===== src/rtl/mbx_pkg.sv =====
package mbx_pkg;
   localparam int BYTE_W = 8;

   typedef enum logic [1:0] {
      ACT_NONE = 2'd0,
      ACT_PUSH = 2'd1,
      ACT_CMD  = 2'd2
   } mbx_act_e;

   typedef struct packed {
      mbx_act_e          act;
      logic [BYTE_W-1:0] val;
   } mbx_req_t;
endpackage


===== src/rtl/mbx_cycle_qual.sv =====
module mbx_cycle_qual (
   input  logic clk,
   input  logic rst_n,
   input  logic phi2,
   output logic cyc_start
);
   logic phi2_q;

   always_ff @(posedge clk or negedge rst_n) begin
      if (!rst_n) phi2_q <= 1'b1;
      else        phi2_q <= phi2;
   end

   // first clock of a phase-2 high period
   assign cyc_start = phi2 & ~phi2_q;
endmodule


===== src/rtl/mbx_decode.sv =====
module mbx_decode
   import mbx_pkg::*;
#(
   parameter int ADDR_W      = 16,
   parameter int OPND_ZP     = 'h003E,
   parameter int CMD_ZP      = 'h003F,
   parameter int OPND_PG     = 'h1E,
   parameter int CMD_PG      = 'h1F,
   parameter int ALT_OPND_PG = 'h08,
   parameter int ALT_CMD_PG  = 'h09,
   parameter bit ALT_MAP_EN  = 1'b1
) (
   input  logic              cyc_start,
   input  logic [ADDR_W-1:0] addr,
   input  logic [BYTE_W-1:0] data,
   input  logic              rnw,
   input  logic              map_alt,
   output mbx_req_t          req
);
   localparam int PG_W = ADDR_W - BYTE_W;

   logic [PG_W-1:0] opnd_pg_sel;
   logic [PG_W-1:0] cmd_pg_sel;
   logic            zp_opnd_hit;
   logic            zp_cmd_hit;
   logic            pg_opnd_hit;
   logic            pg_cmd_hit;

   generate
      if (ALT_MAP_EN) begin : g_two_maps
         assign opnd_pg_sel = map_alt ? PG_W'(ALT_OPND_PG) : PG_W'(OPND_PG);
         assign cmd_pg_sel  = map_alt ? PG_W'(ALT_CMD_PG)  : PG_W'(CMD_PG);
      end else begin : g_one_map
         logic unused_sel;
         assign unused_sel  = map_alt;
         assign opnd_pg_sel = PG_W'(OPND_PG);
         assign cmd_pg_sel  = PG_W'(CMD_PG);
      end
   endgenerate

   assign zp_opnd_hit = !rnw && (addr == ADDR_W'(OPND_ZP));
   assign zp_cmd_hit  = !rnw && (addr == ADDR_W'(CMD_ZP));
   assign pg_opnd_hit = (addr[ADDR_W-1:BYTE_W] == opnd_pg_sel);
   assign pg_cmd_hit  = (addr[ADDR_W-1:BYTE_W] == cmd_pg_sel);

   always_comb begin
      req.act = ACT_NONE;
      req.val = '0;
      if (cyc_start) begin
         if (zp_cmd_hit) begin
            req.act = ACT_CMD;
            req.val = data;
         end else if (pg_cmd_hit) begin
            req.act = ACT_CMD;
            req.val = addr[BYTE_W-1:0];
         end else if (zp_opnd_hit) begin
            req.act = ACT_PUSH;
            req.val = data;
         end else if (pg_opnd_hit) begin
            req.act = ACT_PUSH;
            req.val = addr[BYTE_W-1:0];
         end
      end
   end
endmodule


===== src/rtl/mbx_stack.sv =====
module mbx_stack
   import mbx_pkg::*;
#(
   parameter  int DEPTH = 8,
   localparam int CNT_W = $clog2(DEPTH + 1)
) (
   input  logic              clk,
   input  logic              rst_n,
   input  logic              push,
   input  logic [BYTE_W-1:0] push_val,
   input  logic              pop,
   output logic [BYTE_W-1:0] top,
   output logic [CNT_W-1:0]  count,
   output logic              ovf
);
   logic [DEPTH-1:0][BYTE_W-1:0] entries;
   logic                         full;
   logic                         do_pop;
   logic                         do_push;
   logic                         drop;
   logic [CNT_W-1:0]             wr_pos;

   assign full    = (count == CNT_W'(DEPTH));
   assign do_pop  = pop && (count != '0);
   assign do_push = push && (!full || do_pop);
   assign drop    = push && full && !do_pop;
   assign wr_pos  = do_pop ? count - 1'b1 : count;

   generate
      for (genvar i = 0; i < DEPTH; i++) begin : g_entry
         always_ff @(posedge clk or negedge rst_n) begin
            if (!rst_n)                                entries[i] <= '0;
            else if (do_push && wr_pos == CNT_W'(i))   entries[i] <= push_val;
         end
      end
   endgenerate

   always_ff @(posedge clk or negedge rst_n) begin
      if (!rst_n) begin
         count <= '0;
         ovf   <= 1'b0;
      end else begin
         count <= count + CNT_W'(do_push) - CNT_W'(do_pop);
         if (drop) ovf <= 1'b1;
      end
   end

   always_comb begin
      top = '0;
      for (int k = 0; k < DEPTH; k++)
         if (count == CNT_W'(k + 1)) top = entries[k];
   end

   AST_COUNT_BOUND: assert property (@(posedge clk) disable iff (!rst_n)
      int'(count) <= DEPTH);
   AST_PUSH_GROWS: assert property (@(posedge clk) disable iff (!rst_n)
      (push && !pop && int'(count) < DEPTH) |=> int'(count) == int'($past(count)) + 1);
   AST_NO_OVERFLOW: assert property (@(posedge clk) disable iff (!rst_n)
      (push && !pop && full) |=> (full && $stable(top) && ovf));
   AST_OVF_STICKY: assert property (@(posedge clk) disable iff (!rst_n)
      ovf |=> ovf);
endmodule


===== src/rtl/mbx_cmd_reg.sv =====
module mbx_cmd_reg
   import mbx_pkg::*;
(
   input  logic              clk,
   input  logic              rst_n,
   input  logic              load,
   input  logic [BYTE_W-1:0] val,
   output logic [BYTE_W-1:0] cmd_byte,
   output logic              exec
);
   always_ff @(posedge clk or negedge rst_n) begin
      if (!rst_n) begin
         cmd_byte <= '0;
         exec     <= 1'b0;
      end else begin
         exec <= load;
         if (load) cmd_byte <= val;
      end
   end
endmodule


===== src/rtl/mbx_cmd_mailbox.sv =====
module mbx_cmd_mailbox
   import mbx_pkg::*;
#(
   parameter  int ADDR_W      = 16,
   parameter  int DEPTH       = 8,
   parameter  int OPND_ZP     = 'h003E,
   parameter  int CMD_ZP      = 'h003F,
   parameter  int OPND_PG     = 'h1E,
   parameter  int CMD_PG      = 'h1F,
   parameter  int ALT_OPND_PG = 'h08,
   parameter  int ALT_CMD_PG  = 'h09,
   parameter  bit ALT_MAP_EN  = 1'b1,
   localparam int CNT_W       = $clog2(DEPTH + 1)
) (
   input  logic              clk,
   input  logic              rst_n,
   input  logic              phi2,
   input  logic [ADDR_W-1:0] bus_addr,
   input  logic [7:0]        bus_data,
   input  logic              bus_rnw,
   input  logic              map_alt,
   input  logic              pop,
   output logic [7:0]        opnd_top,
   output logic [CNT_W-1:0]  opnd_count,
   output logic              opnd_ovf,
   output logic [7:0]        cmd_byte,
   output logic              cmd_exec
);
   generate
      if (ADDR_W <= BYTE_W || ADDR_W > 24) begin : g_bad_addr
         $error("mbx_cmd_mailbox: ADDR_W out of range");
      end
      if (DEPTH < 2) begin : g_bad_depth
         $error("mbx_cmd_mailbox: DEPTH must be at least 2");
      end
      if (OPND_PG == CMD_PG || (ALT_MAP_EN && ALT_OPND_PG == ALT_CMD_PG)) begin : g_bad_pg
         $error("mbx_cmd_mailbox: operand and command pages must differ");
      end
      if (OPND_ZP == CMD_ZP) begin : g_bad_zp
         $error("mbx_cmd_mailbox: zero-page locations must differ");
      end
   endgenerate

   logic     cyc_start;
   mbx_req_t req;

   mbx_cycle_qual u_qual (
      .clk       (clk),
      .rst_n     (rst_n),
      .phi2      (phi2),
      .cyc_start (cyc_start)
   );

   mbx_decode #(
      .ADDR_W      (ADDR_W),
      .OPND_ZP     (OPND_ZP),
      .CMD_ZP      (CMD_ZP),
      .OPND_PG     (OPND_PG),
      .CMD_PG      (CMD_PG),
      .ALT_OPND_PG (ALT_OPND_PG),
      .ALT_CMD_PG  (ALT_CMD_PG),
      .ALT_MAP_EN  (ALT_MAP_EN)
   ) u_dec (
      .cyc_start (cyc_start),
      .addr      (bus_addr),
      .data      (bus_data),
      .rnw       (bus_rnw),
      .map_alt   (map_alt),
      .req       (req)
   );

   mbx_stack #(.DEPTH(DEPTH)) u_stack (
      .clk      (clk),
      .rst_n    (rst_n),
      .push     (req.act == ACT_PUSH),
      .push_val (req.val),
      .pop      (pop),
      .top      (opnd_top),
      .count    (opnd_count),
      .ovf      (opnd_ovf)
   );

   mbx_cmd_reg u_cmd (
      .clk      (clk),
      .rst_n    (rst_n),
      .load     (req.act == ACT_CMD),
      .val      (req.val),
      .cmd_byte (cmd_byte),
      .exec     (cmd_exec)
   );

   AST_EXEC_SINGLE: assert property (@(posedge clk) disable iff (!rst_n)
      cmd_exec |=> !cmd_exec);
   AST_EXEC_NEEDS_PHI2: assert property (@(posedge clk) disable iff (!rst_n)
      cmd_exec |-> $past(phi2));
   AST_IDLE_NO_PUSH: assert property (@(posedge clk) disable iff (!rst_n)
      (!phi2 && !pop) |=> $stable(opnd_count));
   AST_IDLE_NO_CMD: assert property (@(posedge clk) disable iff (!rst_n)
      !phi2 |=> (!cmd_exec && $stable(cmd_byte)));
endmodule


===== config.mk =====
export PLATFORM = sky130hd
export DESIGN_NAME = mbx_cmd_mailbox
export DESIGN_NICKNAME = d
export VERILOG_FILES = /design/src/rtl/mbx_pkg.sv /design/src/rtl/mbx_cycle_qual.sv /design/src/rtl/mbx_decode.sv /design/src/rtl/mbx_stack.sv /design/src/rtl/mbx_cmd_reg.sv /design/src/rtl/mbx_cmd_mailbox.sv
export SDC_FILE = /design/constraint.sdc
export NUM_CORES = 1
export LEC_CHECK = 0
export ABC_AREA = 1
export CAP_MARGIN = 5
export CORE_MARGIN = 8
export CORE_UTILIZATION = 50
export DETAILED_ROUTE_END_ITERATION = 10
export PLACE_DENSITY = 0.77
export SETUP_SLACK_MARGIN = 0.1
export SLEW_MARGIN = 40
export SYNTH_ARGS = -nofsm -noshare
export SYNTH_HDL_FRONTEND = slang
export SYNTH_SLANG_ARGS = --single-unit

===== constraint.sdc =====
create_clock -name clk -period 7.1 [get_ports clk]
set_clock_uncertainty 0.15 [all_clocks]
set_input_delay 1.42 -clock clk [delete_from_list [all_inputs] [get_ports clk]]
set_output_delay 1.42 -clock clk [all_outputs]
set_load 0.05 [all_outputs]

# Word-level counts from Yosys, hierarchy flattened
# Cells that the tools add are included.
# totals
register_bits	79
in_bits	30
output_inout_bits	22
# op_classes
add_sub_neg	3
eq_ne	21
muxes	16
bitwise_logic	2
reduce_logical	20
# op_table
op	count
two-way mux 8 bit	8
two-way mux 10 bit	4
== test 16 x 6 -> 1 bit, second input constant	2
== test 4 x 3 -> 1 bit, second input constant	8
== test 4 x 2 -> 1 bit, second input constant	4
== test 8 bit	2
logical AND 1 bit	14
two-way mux 5 bit	2
two-way mux 9 bit	1
== test 4 x 1 -> 1 bit, second input constant	2
adder 4 x 1 -> 4 bit	1
== test 4 bit, second input constant	1
zero test 4 bit	1
two-way mux 4 bit	1
nonzero test 4 bit	1
subtractor 4 x 1 -> 4 bit	1
subtractor 4 x 1 -> 4 bit, second input constant	1
zero test 1 bit	3
== test 2 x 1 -> 1 bit, second input constant	1
== test 2 bit, second input constant	1
bitwise AND 1 bit	1
logical OR 1 bit	1
NOT 1 bit	1

# Longest topological paths before layout
# logic_depth
ltp_word	11
mapped_depth	14

# Cells and area by module
# Synthesis repeated with hierarchy kept, for this count alone.
# hier_totals
cells_unflattened	711
hier_area_um2	4793.3
# modules_own_cells
mod	n_inst	cells_per_inst	area_each_um2	seq_area_each_um2
mbx_stack	1	562	3913.8	1726.7
mbx_decode	1	107	498.0	0.0
mbx_cmd_reg	1	35	330.3	225.2
mbx_cycle_qual	1	3	36.3	26.3
mbx_cmd_mailbox	1	4	15.0	0.0

# Least setup slack after synthesis
# No wires, ideal clock.
# synth_timing
kind	register to output
from	register u_stack.count[2]
to	output port opnd_top[4]
arrival_ps	2405
required_time_ps	5530
setup_slack_ps	3125
path_stages_with_launch	11
cell_sequence	dfrtp_1 inv_1 ha_1 nand2_1 clkbuf_1 o21ai_0 o211ai_1 nand2_1 nand3_1 nand2_1 nand2_1
# synth_via
elab_chain_len	9
elab_cells_between_ends	16
# synth_rtl
element	line_no	rtl
start: declaration	mbx_stack.sv:13	output logic [CNT_W-1:0] count,
start signal: assignment	mbx_stack.sv:43	count <= count + CNT_W'(do_push) - CNT_W'(do_pop);
== test 4 x 1 -> 1 bit	mbx_stack.sv:51	if (count == CNT_W'(k + 1)) top = entries[k];
two-way mux 8 bit (7 in a row)	mbx_stack.sv:51	
two-way mux 8 bit (*)	mbx_stack.sv:51	
end: declaration	mbx_cmd_mailbox.sv:23	output logic [7:0] opnd_top,
# Mark *: on every way between the ends. The rest lies on a longest branch, timed or not.

# Worst setup path in the final report
# layout_timing
from	register u_stack.count[1]
to	output port opnd_top[0]
# Same word-level chain as after synthesis.

==> impl_metrics.env <==
export IMPL_status="completed"
export IMPL_cp_start_kind="flip-flop"
export IMPL_yosysMostFrequentCell="nand2_1"
export IMPL_core_area_sq_um=9196
export IMPL_cts_root_buffer="clkbuf_8"
export IMPL_syn_nets=699
export IMPL_avgSynthCellArea_sq_um=7.196
export IMPL_cts_resized=0
export IMPL_cts_tree="yes"
export IMPL_grt_pass1_vias=4312
export IMPL_max_slew_margin=0.4361
export IMPL_drc=0
export IMPL_routed_wirelength_um=12150
export IMPL_fillers=821
export IMPL_post_route_min_period_ps=4860
export IMPL_syn_inst=655
export IMPL_antenna_cells=0
export IMPL_drv_slew=0
export IMPL_io_buffers=51
export IMPL_start_util=0.5125
export IMPL_path_max_fanout=7
export IMPL_cp_common_cell="nand2_1"
export IMPL_grt_pass1_wl_um=20350
export IMPL_die_y_um=113.1
export IMPL_ios=52
export IMPL_place_gp_congestion=0.9368
export IMPL_drive_gt1_frac=0.09283
export IMPL_cts_clk_slew_worst_paths_ps=90
export IMPL_vdd_drop_max_uv=178.2
export IMPL_cts_made_buffers=9
export IMPL_tightest_slew_ps=842.7
export IMPL_syn_area_sq_um=4713
export IMPL_cts_htree_levels=3
export IMPL_required_ps=5530
export IMPL_rsz0062_at_grt="false"
export IMPL_wl_per_cell_um=14.78
export IMPL_detail_route_antenna_nets=0
export IMPL_maxCapViolCount=0
export IMPL_via_per_inst=5.342
export IMPL_nNetsFinal=750
export IMPL_slowest_stage="clkdlybuf4s50_1"
export IMPL_synthFlopType="dfrtp_1"
export IMPL_cts_buffer_depth=2
export IMPL_cellLeakagePower_nw=2.875
export IMPL_synth_cell_types=34
export IMPL_firstDrtPassIters=6
export IMPL_cp_end_kind="primary output"
export IMPL_seqCellArea_sq_um=1978
export IMPL_hp_class="flip-flop to flip-flop"
export IMPL_synth_area_leaders="dfrtp_1, nand2_1, nor2_1"
export IMPL_cp_slowest_stage_delay_ps=800
export IMPL_num_rows=35
export IMPL_grt_usage=0.1957
export IMPL_synth_edf_count=0
export IMPL_hold_viol=0
export IMPL_hpwlAfterDp_um=8869
export IMPL_grt_max_degree=80
export IMPL_worstPathCellList="inv_1 > ha_1 > nand2_1 > nor2_1 > nand2_1 > nand3_1 > nand2_1 > nand3_1 > o211ai_1 > nand2_1 > nand2_1 > nand2_1 > clkdlybuf4s50_1"
export IMPL_setup_ws_ps=2240
export IMPL_setup_viol=0
export IMPL_drtIter0Drc=332
export IMPL_critPathKind="flip-flop to primary output"
export IMPL_multi_input_area_sq_um=2440
export IMPL_die_area_sq_um=12790
export IMPL_crit_family="buffers and inverters"
export IMPL_numClockSinks=79
export IMPL_area_growth_synth_to_final_pct=16.51
export IMPL_power_density_nw_per_um2=285.1
export IMPL_place_ws_ps=2725
export IMPL_cp_arrival_ps=3290
export IMPL_antenna_found_initial=0
export IMPL_vias=4391
export IMPL_fmax_mhz=205.7
export IMPL_placed_area_sq_um=5310
export IMPL_die_w_um=113.1
export IMPL_postCtsSetupBuffers=0
export IMPL_synthArstFlopShare=1.000
export IMPL_overflow=0
export IMPL_yosysTopAreaCellShare=0.4141
export IMPL_design_area_sq_um=5492
export IMPL_ys_warn_count=0
export IMPL_synth_top_area_cell="dfrtp_1"
export IMPL_cts_hold_fix_buffers=0
export IMPL_synth_common_cells="nand2_1, dfrtp_1, nor2_1"
export IMPL_finalSetupTns_ps=0
export IMPL_clk_latency_ps=360
export IMPL_fin_crit_sh=0.6845
export IMPL_critical_path_buf_inv_count=2
export IMPL_ys_seq_area_frac=0.4197
export IMPL_synth_seq_cells=79
[stage by stage]
stage | std cells | hold WS, ps | power [mW] | utilization
global route | 822 | 355.7 | 1.659 | 0.5971
detailed placement | 806 | 311.0 | 1.254 | 0.5774
finish | 822 | 329.1 | 1.566 | 0.5971
floorplan | 655 | 286.7 | 1.043 | -
CTS | 822 | 330.9 | 1.565 | 0.5969
global placement | 806 | 304.6 | 1.243 | 0.5770
[kinds of logic after synthesis]
family                   after synthesis  synth area share
flip-flops                            79            0.4197
buffers and inverters                 76           0.06318
adder cells (fa/ha/maj)               14           0.03876
AO/OA/AOI/OAI                         40           0.05628
XOR/XNOR                               4           0.01301
AND/OR/NAND/NOR                      442            0.4091
[layer usage]
layer	GRT usage	up-vias	wire length [um]
li1	-	2129	-
met1	0.2512	2050	5419
met2	0.3131	178	5558
met3	0.03994	34	848
met4	0.08526	0	320
met5	0	-	0
[worst min-delay path: cells and delay by family (launching register included)]
kind | cells | cell delay (ps)
flip-flops | 1 | 350
AND/OR/NAND/NOR | 2 | 100
[worst paths after layout]
check | from | to | slack [ps] | cells after the start
min in group asynchronous | rst_n | u_stack.count[3] | 910 | 1
hold / removal | u_stack.entries[44] | u_stack.entries[44] | 330 | 2
setup / recovery | u_stack.count[1] | opnd_top[0] | 2240 | 13
hold reg to reg | u_stack.entries[44] | u_stack.entries[44] | 330 | 2
setup reg to reg | u_stack.count[1] | u_stack.entries[60] | 4110 | 10
max in group asynchronous | rst_n | u_stack.entries[44] | 5380 | 1
[layout make-up]
class | instances | area share
clock buffers | 9 | 0.02256
flip-flops and latches | 79 | 0.3602
repair buffers | 51 | 0.09319
multi-input cells | 500 | 0.4443
clock inverters | 7 | 0.01003
inverters | 65 | 0.04443
well taps | 111 | 0.02529
[cell usage in the layout, fill, tap and decap left out, types with 3 or more instances in the layout]
master,n
a21oi_1,3
clkbuf_8,9
clkdlybuf4s50_1,50
clkinvlp_4,4
dfrtp_1,78
ha_1,13
inv_1,52
inv_2,12
nand2_1,298
nand2_2,4
nand3_1,38
nand3_2,4
nand4_1,11
nor2_1,57
nor2_2,11
nor2_4,11
o211ai_1,8
o21ai_0,3
o21ai_1,8
o21bai_1,17
[state kept, by name (all words and copies together) (netlist names)]
register         count
u_stack.ovf          1
u_stack.entries     64
u_qual.phi2_q        1
u_stack.count        4
u_cmd.exec           1
u_cmd.cmd_byte       8
[power by group]
part	internal (mW)	switching [mW]
clock network	0.130	0.182
logic	0.227	0.537
registers	0.466	0.0242
Power figures use the tool's default switching activity.
